<file path="src/rtl/steer_pkg.sv">
package steer_pkg;

    typedef enum logic [2:0] {
        MODE_GROUP = 3'd0,
        MODE_BRCUT = 3'd1,
        MODE_LDCUT = 3'd2,
        MODE_LEAST = 3'd3,
        MODE_PROD  = 3'd4,
        MODE_READY = 3'd5
    } steer_mode_e;

    typedef enum logic [1:0] {
        CLS_PLAIN  = 2'b00,
        CLS_BRANCH = 2'b01,
        CLS_LOAD   = 2'b10,
        CLS_RSVD   = 2'b11
    } inst_class_e;

    typedef enum logic {
        CUT_HOLD    = 1'b0,
        CUT_ADVANCE = 1'b1
    } cut_state_e;

endpackage

</file>
<file path="src/rtl/steer_least_pick.sv">
module steer_least_pick #(
    parameter int NCLUST = 4,
    parameter int OCC_W  = 4,
    localparam int CL_W  = $clog2(NCLUST)
) (
    input  logic [NCLUST*OCC_W-1:0] occ_i,
    output logic [CL_W-1:0]         pick_o
);

    logic [OCC_W-1:0] best_occ [NCLUST];
    logic [CL_W-1:0]  best_idx [NCLUST];

    assign best_occ[0] = occ_i[OCC_W-1:0];
    assign best_idx[0] = '0;

    // Linear chain; a later cluster replaces the leader only when strictly smaller.
    for (genvar g = 1; g < NCLUST; g++) begin : g_chain
        logic [OCC_W-1:0] cur;
        assign cur         = occ_i[g*OCC_W +: OCC_W];
        assign best_occ[g] = (cur < best_occ[g-1]) ? cur : best_occ[g-1];
        assign best_idx[g] = (cur < best_occ[g-1]) ? CL_W'(g) : best_idx[g-1];
    end

    assign pick_o = best_idx[NCLUST-1];

endmodule

</file>
<file path="src/rtl/steer_prod_table.sv">
module steer_prod_table #(
    parameter int NPREG = 64,
    parameter int CL_W  = 2,
    parameter int SEQ_W = 8,
    localparam int PR_W = $clog2(NPREG)
) (
    input  logic             clk,
    input  logic             rst_n,
    input  logic [PR_W-1:0]  rd0_addr_i,
    input  logic [PR_W-1:0]  rd1_addr_i,
    output logic [CL_W-1:0]  rd0_cl_o,
    output logic [SEQ_W-1:0] rd0_seq_o,
    output logic [CL_W-1:0]  rd1_cl_o,
    output logic [SEQ_W-1:0] rd1_seq_o,
    input  logic             wr_en_i,
    input  logic [PR_W-1:0]  wr_addr_i,
    input  logic [CL_W-1:0]  wr_cl_i,
    input  logic [SEQ_W-1:0] wr_seq_i
);

    logic [CL_W-1:0]  cl_q  [NPREG];
    logic [SEQ_W-1:0] seq_q [NPREG];

    always_ff @(posedge clk or negedge rst_n) begin
        if (!rst_n) begin
            for (int i = 0; i < NPREG; i++) begin
                cl_q[i]  <= '0;
                seq_q[i] <= '0;
            end
        end else if (wr_en_i) begin
            cl_q[wr_addr_i]  <= wr_cl_i;
            seq_q[wr_addr_i] <= wr_seq_i;
        end
    end

    assign rd0_cl_o  = cl_q[rd0_addr_i];
    assign rd0_seq_o = seq_q[rd0_addr_i];
    assign rd1_cl_o  = cl_q[rd1_addr_i];
    assign rd1_seq_o = seq_q[rd1_addr_i];

endmodule

</file>
<file path="src/rtl/steer_rr_fsm.sv">
module steer_rr_fsm
    import steer_pkg::*;
#(
    parameter int NCLUST = 4,
    parameter int MOD_N  = 3,
    localparam int CL_W  = $clog2(NCLUST),
    localparam int CNT_W = $clog2(MOD_N + 1)
) (
    input  logic            clk,
    input  logic            rst_n,
    input  logic            flush_i,
    input  logic            fire_i,
    input  logic [2:0]      mode_i,
    input  logic [1:0]      iclass_i,
    output logic [CL_W-1:0] rr_cl_o
);

    cut_state_e      state_q, state_d;
    logic [CL_W-1:0] ptr_q, ptr_d, ptr_nxt;
    logic [CNT_W-1:0] cnt_q, cnt_d;
    steer_mode_e     mode;
    logic            is_branch, is_load;

    assign mode      = steer_mode_e'(mode_i);
    assign is_branch = (inst_class_e'(iclass_i) == CLS_BRANCH);
    assign is_load   = (inst_class_e'(iclass_i) == CLS_LOAD);
    assign ptr_nxt   = (ptr_q == CL_W'(NCLUST - 1)) ? '0 : CL_W'(ptr_q + 1'b1);

    // State register
    always_ff @(posedge clk or negedge rst_n) begin
        if (!rst_n) begin
            state_q <= CUT_HOLD;
            ptr_q   <= '0;
            cnt_q   <= '0;
        end else begin
            state_q <= state_d;
            ptr_q   <= ptr_d;
            cnt_q   <= cnt_d;
        end
    end

    // Outputs: cluster chosen by the rotational policies
    always_comb begin
        unique case (mode)
            MODE_BRCUT: rr_cl_o = (state_q == CUT_ADVANCE) ? ptr_nxt : ptr_q;
            MODE_LDCUT: rr_cl_o = is_load ? ptr_nxt : ptr_q;
            default:    rr_cl_o = ptr_q;
        endcase
    end

    // Next-state logic
    always_comb begin
        state_d = state_q;
        ptr_d   = ptr_q;
        cnt_d   = cnt_q;
        if (flush_i) begin
            state_d = CUT_HOLD;
            ptr_d   = '0;
            cnt_d   = '0;
        end else if (fire_i) begin
            unique case (mode)
                MODE_GROUP: begin
                    if (cnt_q == CNT_W'(MOD_N - 1)) begin
                        cnt_d = '0;
                        ptr_d = ptr_nxt;
                    end else begin
                        cnt_d = CNT_W'(cnt_q + 1'b1);
                    end
                end
                MODE_BRCUT: begin
                    ptr_d = rr_cl_o;
                    unique case (state_q)
                        CUT_HOLD:    state_d = is_branch ? CUT_ADVANCE : CUT_HOLD;
                        CUT_ADVANCE: state_d = is_branch ? CUT_ADVANCE : CUT_HOLD;
                        default:     state_d = CUT_HOLD;
                    endcase
                end
                MODE_LDCUT: ptr_d = rr_cl_o;
                default: ;
            endcase
        end
    end

endmodule

</file>
<file path="src/rtl/steer_dep_pick.sv">
module steer_dep_pick #(
    parameter int NCLUST = 4,
    parameter int OCC_W  = 4,
    parameter int SEQ_W  = 8,
    localparam int CL_W  = $clog2(NCLUST)
) (
    input  logic [NCLUST*OCC_W-1:0] occ_i,
    input  logic                    use0_i,
    input  logic                    use1_i,
    input  logic [CL_W-1:0]         s0_cl_i,
    input  logic [CL_W-1:0]         s1_cl_i,
    input  logic [SEQ_W-1:0]        s0_seq_i,
    input  logic [SEQ_W-1:0]        s1_seq_i,
    input  logic                    g0_i,
    input  logic                    g1_i,
    input  logic [CL_W-1:0]         least_cl_i,
    output logic [CL_W-1:0]         prod_cl_o,
    output logic [CL_W-1:0]         ready_cl_o
);

    logic [OCC_W-1:0] occ0, occ1;
    logic [CL_W-1:0]  pair_cl;
    logic [SEQ_W-1:0] age_gap;
    logic             s1_younger, all_ready;

    assign occ0 = occ_i[s0_cl_i*OCC_W +: OCC_W];
    assign occ1 = occ_i[s1_cl_i*OCC_W +: OCC_W];

    always_comb begin
        if (occ0 < occ1)      pair_cl = s0_cl_i;
        else if (occ1 < occ0) pair_cl = s1_cl_i;
        else                  pair_cl = (s0_cl_i < s1_cl_i) ? s0_cl_i : s1_cl_i;
    end

    always_comb begin
        if (!use0_i)                 prod_cl_o = least_cl_i;
        else if (!use1_i)            prod_cl_o = s0_cl_i;
        else if (s0_cl_i == s1_cl_i) prod_cl_o = s0_cl_i;
        else                         prod_cl_o = pair_cl;
    end

    assign age_gap    = s1_seq_i - s0_seq_i;
    assign s1_younger = use1_i && (age_gap != '0) && !age_gap[SEQ_W-1];
    assign all_ready  = (!use0_i || g0_i) && (!use1_i || g1_i);
    assign ready_cl_o = all_ready ? least_cl_i : (s1_younger ? s1_cl_i : s0_cl_i);

endmodule

</file>
<file path="src/rtl/steer_unit.sv">
module steer_unit
    import steer_pkg::*;
#(
    parameter int NCLUST = 4,
    parameter int NPREG  = 64,
    parameter int OCC_W  = 4,
    parameter int MOD_N  = 3,
    parameter int SEQ_W  = 8,
    localparam int CL_W  = $clog2(NCLUST),
    localparam int PR_W  = $clog2(NPREG)
) (
    input  logic                    clk,
    input  logic                    rst_n,
    input  logic                    flush_i,
    input  logic                    valid_i,
    input  logic [2:0]              mode_i,
    input  logic [1:0]              iclass_i,
    input  logic [1:0]              nsrc_i,
    input  logic [PR_W-1:0]         src0_preg_i,
    input  logic [PR_W-1:0]         src1_preg_i,
    input  logic                    src0_gready_i,
    input  logic                    src1_gready_i,
    input  logic [NCLUST*OCC_W-1:0] occ_i,
    input  logic                    dst_valid_i,
    input  logic [PR_W-1:0]         dst_preg_i,
    output logic                    steer_valid_o,
    output logic [CL_W-1:0]         cluster_o
);

    logic             fire, use0, use1;
    logic [SEQ_W-1:0] seq_q;
    logic [CL_W-1:0]  src0_cl, src1_cl, least_cl, prod_cl, ready_cl, rr_cl;
    logic [SEQ_W-1:0] src0_seq, src1_seq;
    steer_mode_e      mode;

    assign fire = valid_i && !flush_i;
    assign use0 = (nsrc_i != 2'd0);
    assign use1 = nsrc_i[1];
    assign mode = steer_mode_e'(mode_i);

    always_ff @(posedge clk or negedge rst_n) begin
        if (!rst_n)    seq_q <= '0;
        else if (fire) seq_q <= SEQ_W'(seq_q + 1'b1);
    end

    steer_prod_table #(.NPREG(NPREG), .CL_W(CL_W), .SEQ_W(SEQ_W)) u_table (
        .clk        (clk),
        .rst_n      (rst_n),
        .rd0_addr_i (src0_preg_i),
        .rd1_addr_i (src1_preg_i),
        .rd0_cl_o   (src0_cl),
        .rd0_seq_o  (src0_seq),
        .rd1_cl_o   (src1_cl),
        .rd1_seq_o  (src1_seq),
        .wr_en_i    (fire && dst_valid_i),
        .wr_addr_i  (dst_preg_i),
        .wr_cl_i    (cluster_o),
        .wr_seq_i   (seq_q)
    );

    steer_least_pick #(.NCLUST(NCLUST), .OCC_W(OCC_W)) u_least (
        .occ_i  (occ_i),
        .pick_o (least_cl)
    );

    steer_dep_pick #(.NCLUST(NCLUST), .OCC_W(OCC_W), .SEQ_W(SEQ_W)) u_dep (
        .occ_i      (occ_i),
        .use0_i     (use0),
        .use1_i     (use1),
        .s0_cl_i    (src0_cl),
        .s1_cl_i    (src1_cl),
        .s0_seq_i   (src0_seq),
        .s1_seq_i   (src1_seq),
        .g0_i       (src0_gready_i),
        .g1_i       (src1_gready_i),
        .least_cl_i (least_cl),
        .prod_cl_o  (prod_cl),
        .ready_cl_o (ready_cl)
    );

    steer_rr_fsm #(.NCLUST(NCLUST), .MOD_N(MOD_N)) u_rr (
        .clk      (clk),
        .rst_n    (rst_n),
        .flush_i  (flush_i),
        .fire_i   (fire),
        .mode_i   (mode_i),
        .iclass_i (iclass_i),
        .rr_cl_o  (rr_cl)
    );

    // Output process: policy select
    always_comb begin
        steer_valid_o = fire;
        unique case (mode)
            MODE_GROUP, MODE_BRCUT, MODE_LDCUT: cluster_o = rr_cl;
            MODE_PROD:                          cluster_o = prod_cl;
            MODE_READY:                         cluster_o = ready_cl;
            default:                            cluster_o = least_cl;
        endcase
    end

endmodule

</file>
<file path="config.mk">
export PLATFORM = sky130hd
export DESIGN_NAME = steer_unit
export DESIGN_NICKNAME = d
export VERILOG_FILES = /design/src/rtl/steer_pkg.sv /design/src/rtl/steer_least_pick.sv /design/src/rtl/steer_prod_table.sv /design/src/rtl/steer_rr_fsm.sv /design/src/rtl/steer_dep_pick.sv /design/src/rtl/steer_unit.sv
export SDC_FILE = /design/constraint.sdc
export NUM_CORES = 1
export LEC_CHECK = 0
export CAP_MARGIN = 20
export CORE_MARGIN = 4
export CORE_UTILIZATION = 55
export DETAILED_ROUTE_END_ITERATION = 8
export DONT_BUFFER_PORTS = 1
export PLACE_DENSITY = 0.7
export SYNTH_ARGS = -nofsm -noshare
export SYNTH_HDL_FRONTEND = slang
export SYNTH_HIERARCHICAL = 1
export SYNTH_SLANG_ARGS = --single-unit
</file>
<file path="constraint.sdc">
create_clock -name clk -period 11.14 [get_ports clk]
set_clock_uncertainty 0.15 [all_clocks]
set_input_delay 0 -clock clk [delete_from_list [all_inputs] [get_ports clk]]
set_output_delay 0 -clock clk [all_outputs]
set_load 0.05 [all_outputs]
</file>
Word-level counts from Yosys, hierarchy flattened:

Index checks and enable logic that the tools add are counted.
Widths: inputs -> output; s select.

* magnitude comparators: 10
* bitwise gates (word level): 3
* div/mod/pow operators: 0
* shift-type cells: 2
* multiplexer cells: 48
* $add $sub $neg: 4
* reductions and logical operators: 24
* multiply operators: 0
* equality and inequality tests: 10

Operators with widths (count)
* $bwmux 512: 1
* $bwmux 128: 1
* $bmux 8 s6: 2
* $mux 2: 25
* $demux 8 s6: 1
* $mux 8: 5
* $shiftx 16x5->4: 2
* $bmux 2 s6: 2
* $ge 7x7->1 const B: 3
* $not 6->7: 3
* $lt 4x4->1: 5
* $demux 2 s6: 1
* $add 8x1->8 const B: 1
* $mux 4: 2
* $pmux 2 s2: 2
* $reduce_bool 2->1: 4
* $reduce_bool 8->1: 1
* $sub 8x8->8: 1
* $lt 7x1->1 const B: 1
* $eq 2x2->1 const B: 3
* $eq 3x3->1 const B: 2
* $logic_and 1x1->1: 6
* $pmux 2 s3: 1
* $mux 1: 5
* 15 further kinds: 21

* bits in latches: 0
* input bits: 48
* output and inout bits: 3
* memory bits (writable): 0
* bits in read-only memories: 0
* register bits: 653
* memories: 0

Logic depth before layout (Yosys ltp):

* word-level depth: 13
* mapped depth: 25
* gate-level depth less buffers: 23

Modules after synthesis:

Netlist, hierarchy kept.

Modules (own cells, without submodules)
* steer_prod_table: times used 1, sequential area each 16015.4 µm², area an instance 34363.0 µm², cells an instance 2186
* steer_dep_pick: times used 1, sequential area each 0.0 µm², area an instance 855.8 µm², cells an instance 111
* steer_unit: times used 1, sequential area each 200.2 µm², area an instance 462.9 µm², cells an instance 46
* steer_least_pick: times used 1, sequential area each 0.0 µm², area an instance 392.9 µm², cells an instance 51
* steer_rr_fsm: times used 1, sequential area each 125.1 µm², area an instance 339.1 µm², cells an instance 36

Worst setup path before layout:

No wires, ideal clock.

* kind: input to register
* from: in src1_preg_i[0]
* to: reg u_table/cl_q[102] (netlist name)
* arrival: 5.240 ns
* library setup time: 0.065 ns
* stages on the path: 23
* path slack: 5.685 ns
* buffers on the path: 6
* cell sequence: buf_4 buf_4 buf_2 mux4_2 mux2i_1 o22ai_1 a21oi_1 o211ai_1 clkbuf_1 mux4_2 ha_1 nor2b_1 o21a_1 o21ai_1 a21oi_1 nand3b_1 a31oi_1 inv_1 a31oi_1 a2bb2oi_1 buf_1 clkbuf_1 mux2_2

* longest elaborated chain between the ends: 13
* elaborated cells on any way between the ends: 27
* classes of those cells: add/sub (1); order compare (3); eq/ne (1); shift (1); mux (16); bitwise (1); reduce/logical (4)

RTL lines
* start, declared: RTL line steer_unit.sv:20 `input logic [PR_W-1:0] src1_preg_i,`
* $not 6->7 (not written as such) (*): RTL line steer_prod_table.sv:38 `assign rd1_cl_o = cl_q[rd1_addr_i];`
* $bmux 2 s6 (*): RTL line steer_prod_table.sv:38
* $mux 2 (not written as such) (*) (2 in a row): RTL line steer_prod_table.sv:38
* via src1_cl[0]: RTL line steer_unit.sv:32 `logic [CL_W-1:0] src0_cl, src1_cl, least_cl, prod_cl, ready_cl, rr_cl;`
* $shiftx 16x5->4 or $lt 2x2->1 (tied branches): RTL line steer_dep_pick.sv:27, steer_dep_pick.sv:32
* $lt 4x4->1 or $mux 2 (tied branches): RTL line steer_dep_pick.sv:31, steer_dep_pick.sv:32
* $mux 2: RTL line steer_dep_pick.sv:31 `else if (occ1 < occ0) pair_cl = s1_cl_i;`
* $mux 2: RTL line steer_dep_pick.sv:30 `if (occ0 < occ1) pair_cl = s0_cl_i;`
* $mux 2 (*): RTL line steer_dep_pick.sv:38 `else if (s0_cl_i == s1_cl_i) prod_cl_o = s0_cl_i;`
* $mux 2 (*): RTL line steer_dep_pick.sv:37 `else if (!use1_i) prod_cl_o = s0_cl_i;`
* $mux 2 (*): RTL line steer_dep_pick.sv:36 `if (!use0_i) prod_cl_o = least_cl_i;`
* via prod_cl[0]: RTL line steer_unit.sv:32
* $pmux 2 s3 (*): RTL line steer_unit.sv:94 `unique case (mode)`
* via cluster_o[0]: RTL line steer_unit.sv:27 `output logic [CL_W-1:0] cluster_o`
* $bwmux 128 (*): RTL line steer_prod_table.sv:31 `cl_q[wr_addr_i] <= wr_cl_i;`
* end signal, assigned by index: RTL line steer_prod_table.sv:31
* end, declared: RTL line steer_prod_table.sv:21 `logic [CL_W-1:0] cl_q [NPREG];`

The timed path passes the listed nets; every way through them passes the cells marked *. The select of a mux whose other input is x is not followed.
A chain may end at the register's enable or synchronous reset.

Worst setup path after layout:

* from: reg u_table/cl_q[68] (netlist name)
* to: reg u_table/cl_q[56] (netlist name)

* longest elaborated chain between the ends: 12
* elaborated cells on any way between the ends: 22
* classes of those cells: order compare (3); eq/ne (1); shift (2); mux (16)

RTL lines
* $bmux 2 s6 (*): RTL line steer_prod_table.sv:36 `assign rd0_cl_o = cl_q[rd0_addr_i];`
* $mux 2 (not written as such) (*) (2 in a row): RTL line steer_prod_table.sv:36
* via src0_cl[0]: RTL line steer_unit.sv:32
* $shiftx 16x5->4 or $lt 2x2->1 (tied branches): RTL line steer_dep_pick.sv:26, steer_dep_pick.sv:32
* $lt 4x4->1 or $mux 2 (tied branches): RTL line steer_dep_pick.sv:31, steer_dep_pick.sv:32
* $mux 2: RTL line steer_dep_pick.sv:31
* $mux 2: RTL line steer_dep_pick.sv:30
* $mux 2: RTL line steer_dep_pick.sv:38
* $mux 2 (*): RTL line steer_dep_pick.sv:37
* $mux 2 (*): RTL line steer_dep_pick.sv:36
* via prod_cl[0]: RTL line steer_unit.sv:32
* $pmux 2 s3 (*): RTL line steer_unit.sv:94
* via cluster_o[0]: RTL line steer_unit.sv:27
* $bwmux 128 (*): RTL line steer_prod_table.sv:31

Marked as above.

==> flow_summary.ini <==
[status]
status = finished, violations left
violations = hold timing, slew limit

[grt]
grt_pass1_vias = 23365
grt.overflow.total = 0
antenna_found_initial = 4
grt_pass1_wl_um = 152000
grtUsageTotal = 0.284
grt_max_degree = 654

[floorplanning]
start_util = 0.554
ios = 51
die_area_sq_um = 70400
die_y_um = 265
fp.coreArea_sq_um = 65700
core.rowCount = 94
die_x_um = 265

[logic_synthesis]
ys_seq_area_frac = 0.449
synthesis.nets = 2506
syn-mean-instance-area_sq_um = 15.0
ys_warn_count = 6
synth-edff-count = 0
synth_cell_types = 70
synthArstFlopShare = 1.00
ys_ff_latch = 653
synthFlopType = dfrtp_1
syn-cell-area_sq_um = 36400
synth_cells = 2430

[sta]
hold_viol = 653
max_freq_mhz = 173
drv_slew = 244
holdWs_ns = -1.05
rsz0062_at_grt = false
finalSetupTns_ns = 0
fin_ws_ns = 5.37
setup_viol = 0
fin_crit_sh = 0.518
period_needed_ns = 5.77
slew_headroom = -0.0849
max_slew.worst_pin.slew_ns = 1.63

[clocking]
post_cts_resized = 0
root_buffer = clkbuf_16
hold_buffers = 20
cts_tree = built
clock_sinks = 653
clock_latency_ns = 0.62
postCtsSetupRepairBufs = 0
clockBufferDepth = 3
cts_made_buffers = 72
cts_max_level = 3
path_clk_slew_ns = 0.06

[layout]
area_growth_pct = 8.21
drive_above_1_share = 0.506
fin_nets = 2417

[setup_path]
critPathLaunchType = flop
reg2regPathDepth = 19
crit_arrival_ns = 6.17
endpoint_kind = flop
path_max_fanout = 64
required_ns = 11.54
critical_path_class = reg2reg

[place]
place.port_buffers = 0
detailed_place_hpwl_um = 58000
routabilityCongestion = 0.916
pre_cts_slack_ns = 5.43

[power]
max-vdd-ir-drop_uv = 126
power.leakage_nw = 17.8
power.density_nw_per_um2 = 146
fin_total_pwr_w = 0.00576

[detailed_routing]
drtIter0Drc = 2081
ant_nets = 0
drtPass1Iterations = 5
routed_wl_um = 99900
drt-vias-per-instance = 6.95
post_drt_wl_per_cell_um = 30.6
remaining_drc_errors = 0
vias = 22700

[min_path]
hp-class = in2async

[run]
cap_viol_max_count = 0
placed cells by master (no fill, tap or decap), types with 11 or more instances in the layout:
cell type | synthesis | layout
a21oi_1 | 35 | 35
inv_1 | 33 | 33
nor2_1 | 34 | 34
o221ai_1 | 14 | 14
nand2_1 | 76 | 76
nor2b_1 | 17 | 17
nor2_2 | 25 | 25
nand2b_1 | 14 | 14
dlygate4sd3_1 | 0 | 20
clkbuf_16 | 0 | 77
clkbuf_1 | 102 | 16
mux2i_1 | 60 | 60
o21ai_0 | 35 | 35
clkinv_2 | 0 | 11
dfrtp_1 | 653 | 645
nand3_1 | 20 | 20
clkbuf_8 | 0 | 20
ha_1 | 27 | 27
mux4_2 | 354 | 354
o22ai_1 | 30 | 30
buf_4 | 29 | 14
mux2_2 | 668 | 668
Yosys cell counts (3+ instances only):
| cell type | n | area [sq um] |
|---|---|---|
| a211oi_1 | 6 | 45.0 |
| a21oi_1 | 35 | 175 |
| a22oi_1 | 6 | 45.0 |
| a2bb2oi_1 | 4 | 35.0 |
| a31oi_1 | 4 | 25.0 |
| and2_1 | 6 | 37.5 |
| and3_1 | 5 | 31.3 |
| buf_1 | 23 | 86.3 |
| buf_2 | 39 | 195 |
| buf_4 | 29 | 218 |
| buf_6 | 4 | 45.0 |
| clkbuf_1 | 102 | 383 |
| dfrtp_1 | 653 | 16300 |
| ha_1 | 27 | 338 |
| inv_1 | 33 | 124 |
| mux2_2 | 668 | 7520 |
| mux2i_1 | 60 | 601 |
| mux4_2 | 354 | 7970 |
| nand2_1 | 76 | 285 |
| nand2b_1 | 14 | 87.6 |
| nand3_1 | 20 | 100 |
| nand4_1 | 6 | 37.5 |
| nor2_1 | 34 | 128 |
| nor2_2 | 25 | 156 |
| nor2_4 | 7 | 78.8 |
| nor2b_1 | 17 | 106 |
| nor3_1 | 8 | 40.0 |
| nor3b_1 | 3 | 22.5 |
| o2111ai_1 | 5 | 43.8 |
| o211ai_1 | 10 | 75.1 |
| o21ai_0 | 35 | 175 |
| o21ai_1 | 7 | 35.0 |
| o221ai_1 | 14 | 123 |
| o22ai_1 | 30 | 188 |
| or2_1 | 3 | 18.8 |
| or2_2 | 6 | 37.5 |
| or3_1 | 6 | 37.5 |
| or4_1 | 3 | 22.5 |
| xnor2_1 | 8 | 70.1 |
power breakdown:
part / total, W / switching, W / internal (W) / leakage, nW
Combinational: 0.000729 / 0.000423 / 0.000306 / 7.57
Clock: 0.00248 / 0.000985 / 0.00149 / 1.22
Sequential: 0.00255 / 0.0000726 / 0.00248 / 9.05
sequential cells by signal (all words and copies together), names as in the netlist:
register	count
seq_q	8
u_rr/cnt_q	2
u_rr/ptr_q	2
u_rr/state_q	1
u_table/cl_q	128
u_table/seq_q	512
worst max-delay path: stages (launching register included):
cell	delay [ns]
dfrtp_1	0.40
mux4_2	0.46
mux2i_1	0.26
a221oi_1	0.22
o21ai_1	0.25
nand3_1	0.46
mux4_2	0.60
inv_1	0.07
ha_1	0.23
nor2b_1	0.13
o21a_1	0.16
o21ai_1	0.20
a21oi_1	0.11
nand3b_1	0.16
a31oi_1	0.17
inv_1	0.05
a31oi_1	0.28
a2bb2oi_4	0.38
buf_4	0.61
mux2_2	0.28
cell families (layout without fill, tap and decap cells):
family          count (synthesis)  in the layout  synth area share
mux                          1082           1082             0.442
flops                         653            653             0.449
simple gates                  253            253            0.0375
xor+xnor                       10             10           0.00241
other cells                     0              3                 0
compound gates                172            172            0.0305
fa+ha+maj                      28             28           0.00983
buf+inv                       232            202            0.0291
worst paths after layout:
path	from	end	slack [ns]
hold reg to reg	u_table/seq_q[302]	u_table/seq_q[302]	0.37
setup / recovery	u_table/cl_q[68]	u_table/cl_q[56]	5.37
setup reg to reg	u_table/cl_q[68]	u_table/cl_q[56]	5.37
max in group asynchronous	rst_n	u_table/seq_q[79]	10.60
hold / removal	rst_n	seq_q[4]	-1.05
min in group clk	dst_preg_i[3]	u_table/seq_q[125]	0.04
cell type report:
| type | count | area [sq um] |
|---|---|---|
| antenna | 3 | 7.51 |
| inverter | 35 | 131 |
| tap | 864 | 1080 |
| clock inverter | 20 | 215 |
| sequential | 653 | 16400 |
| fill | 4858 | 26300 |
| timing repair buffer | 34 | 305 |
| multi-input combinational | 1545 | 19000 |
| clock buffer | 113 | 2260 |
stage by stage:
stage / instance area, sq um / util / instances
6_report: 39400 / 0.599 / 3267
5_1_grt: 39400 / 0.599 / 3266
3_3_place_gp: 36700 / 0.558 / 3111
2_1_floorplan: 36400 / - / 2430
3_5_place_dp: 36700 / 0.558 / 3111
4_1_cts: 39400 / 0.599 / 3264
routing by layer:
layer	part of all wire	wire, um	global-route usage	up-vias
met2	0.47	47400	0.442	925
met3	0.077	7720	0.0551	175
met1	0.41	41400	0.408	12332
li1	-	-	-	9268
met4	0.033	3280	0.0958	0
met5	0	0	0	-
Note: power is estimated with default switching activity, not from simulation.
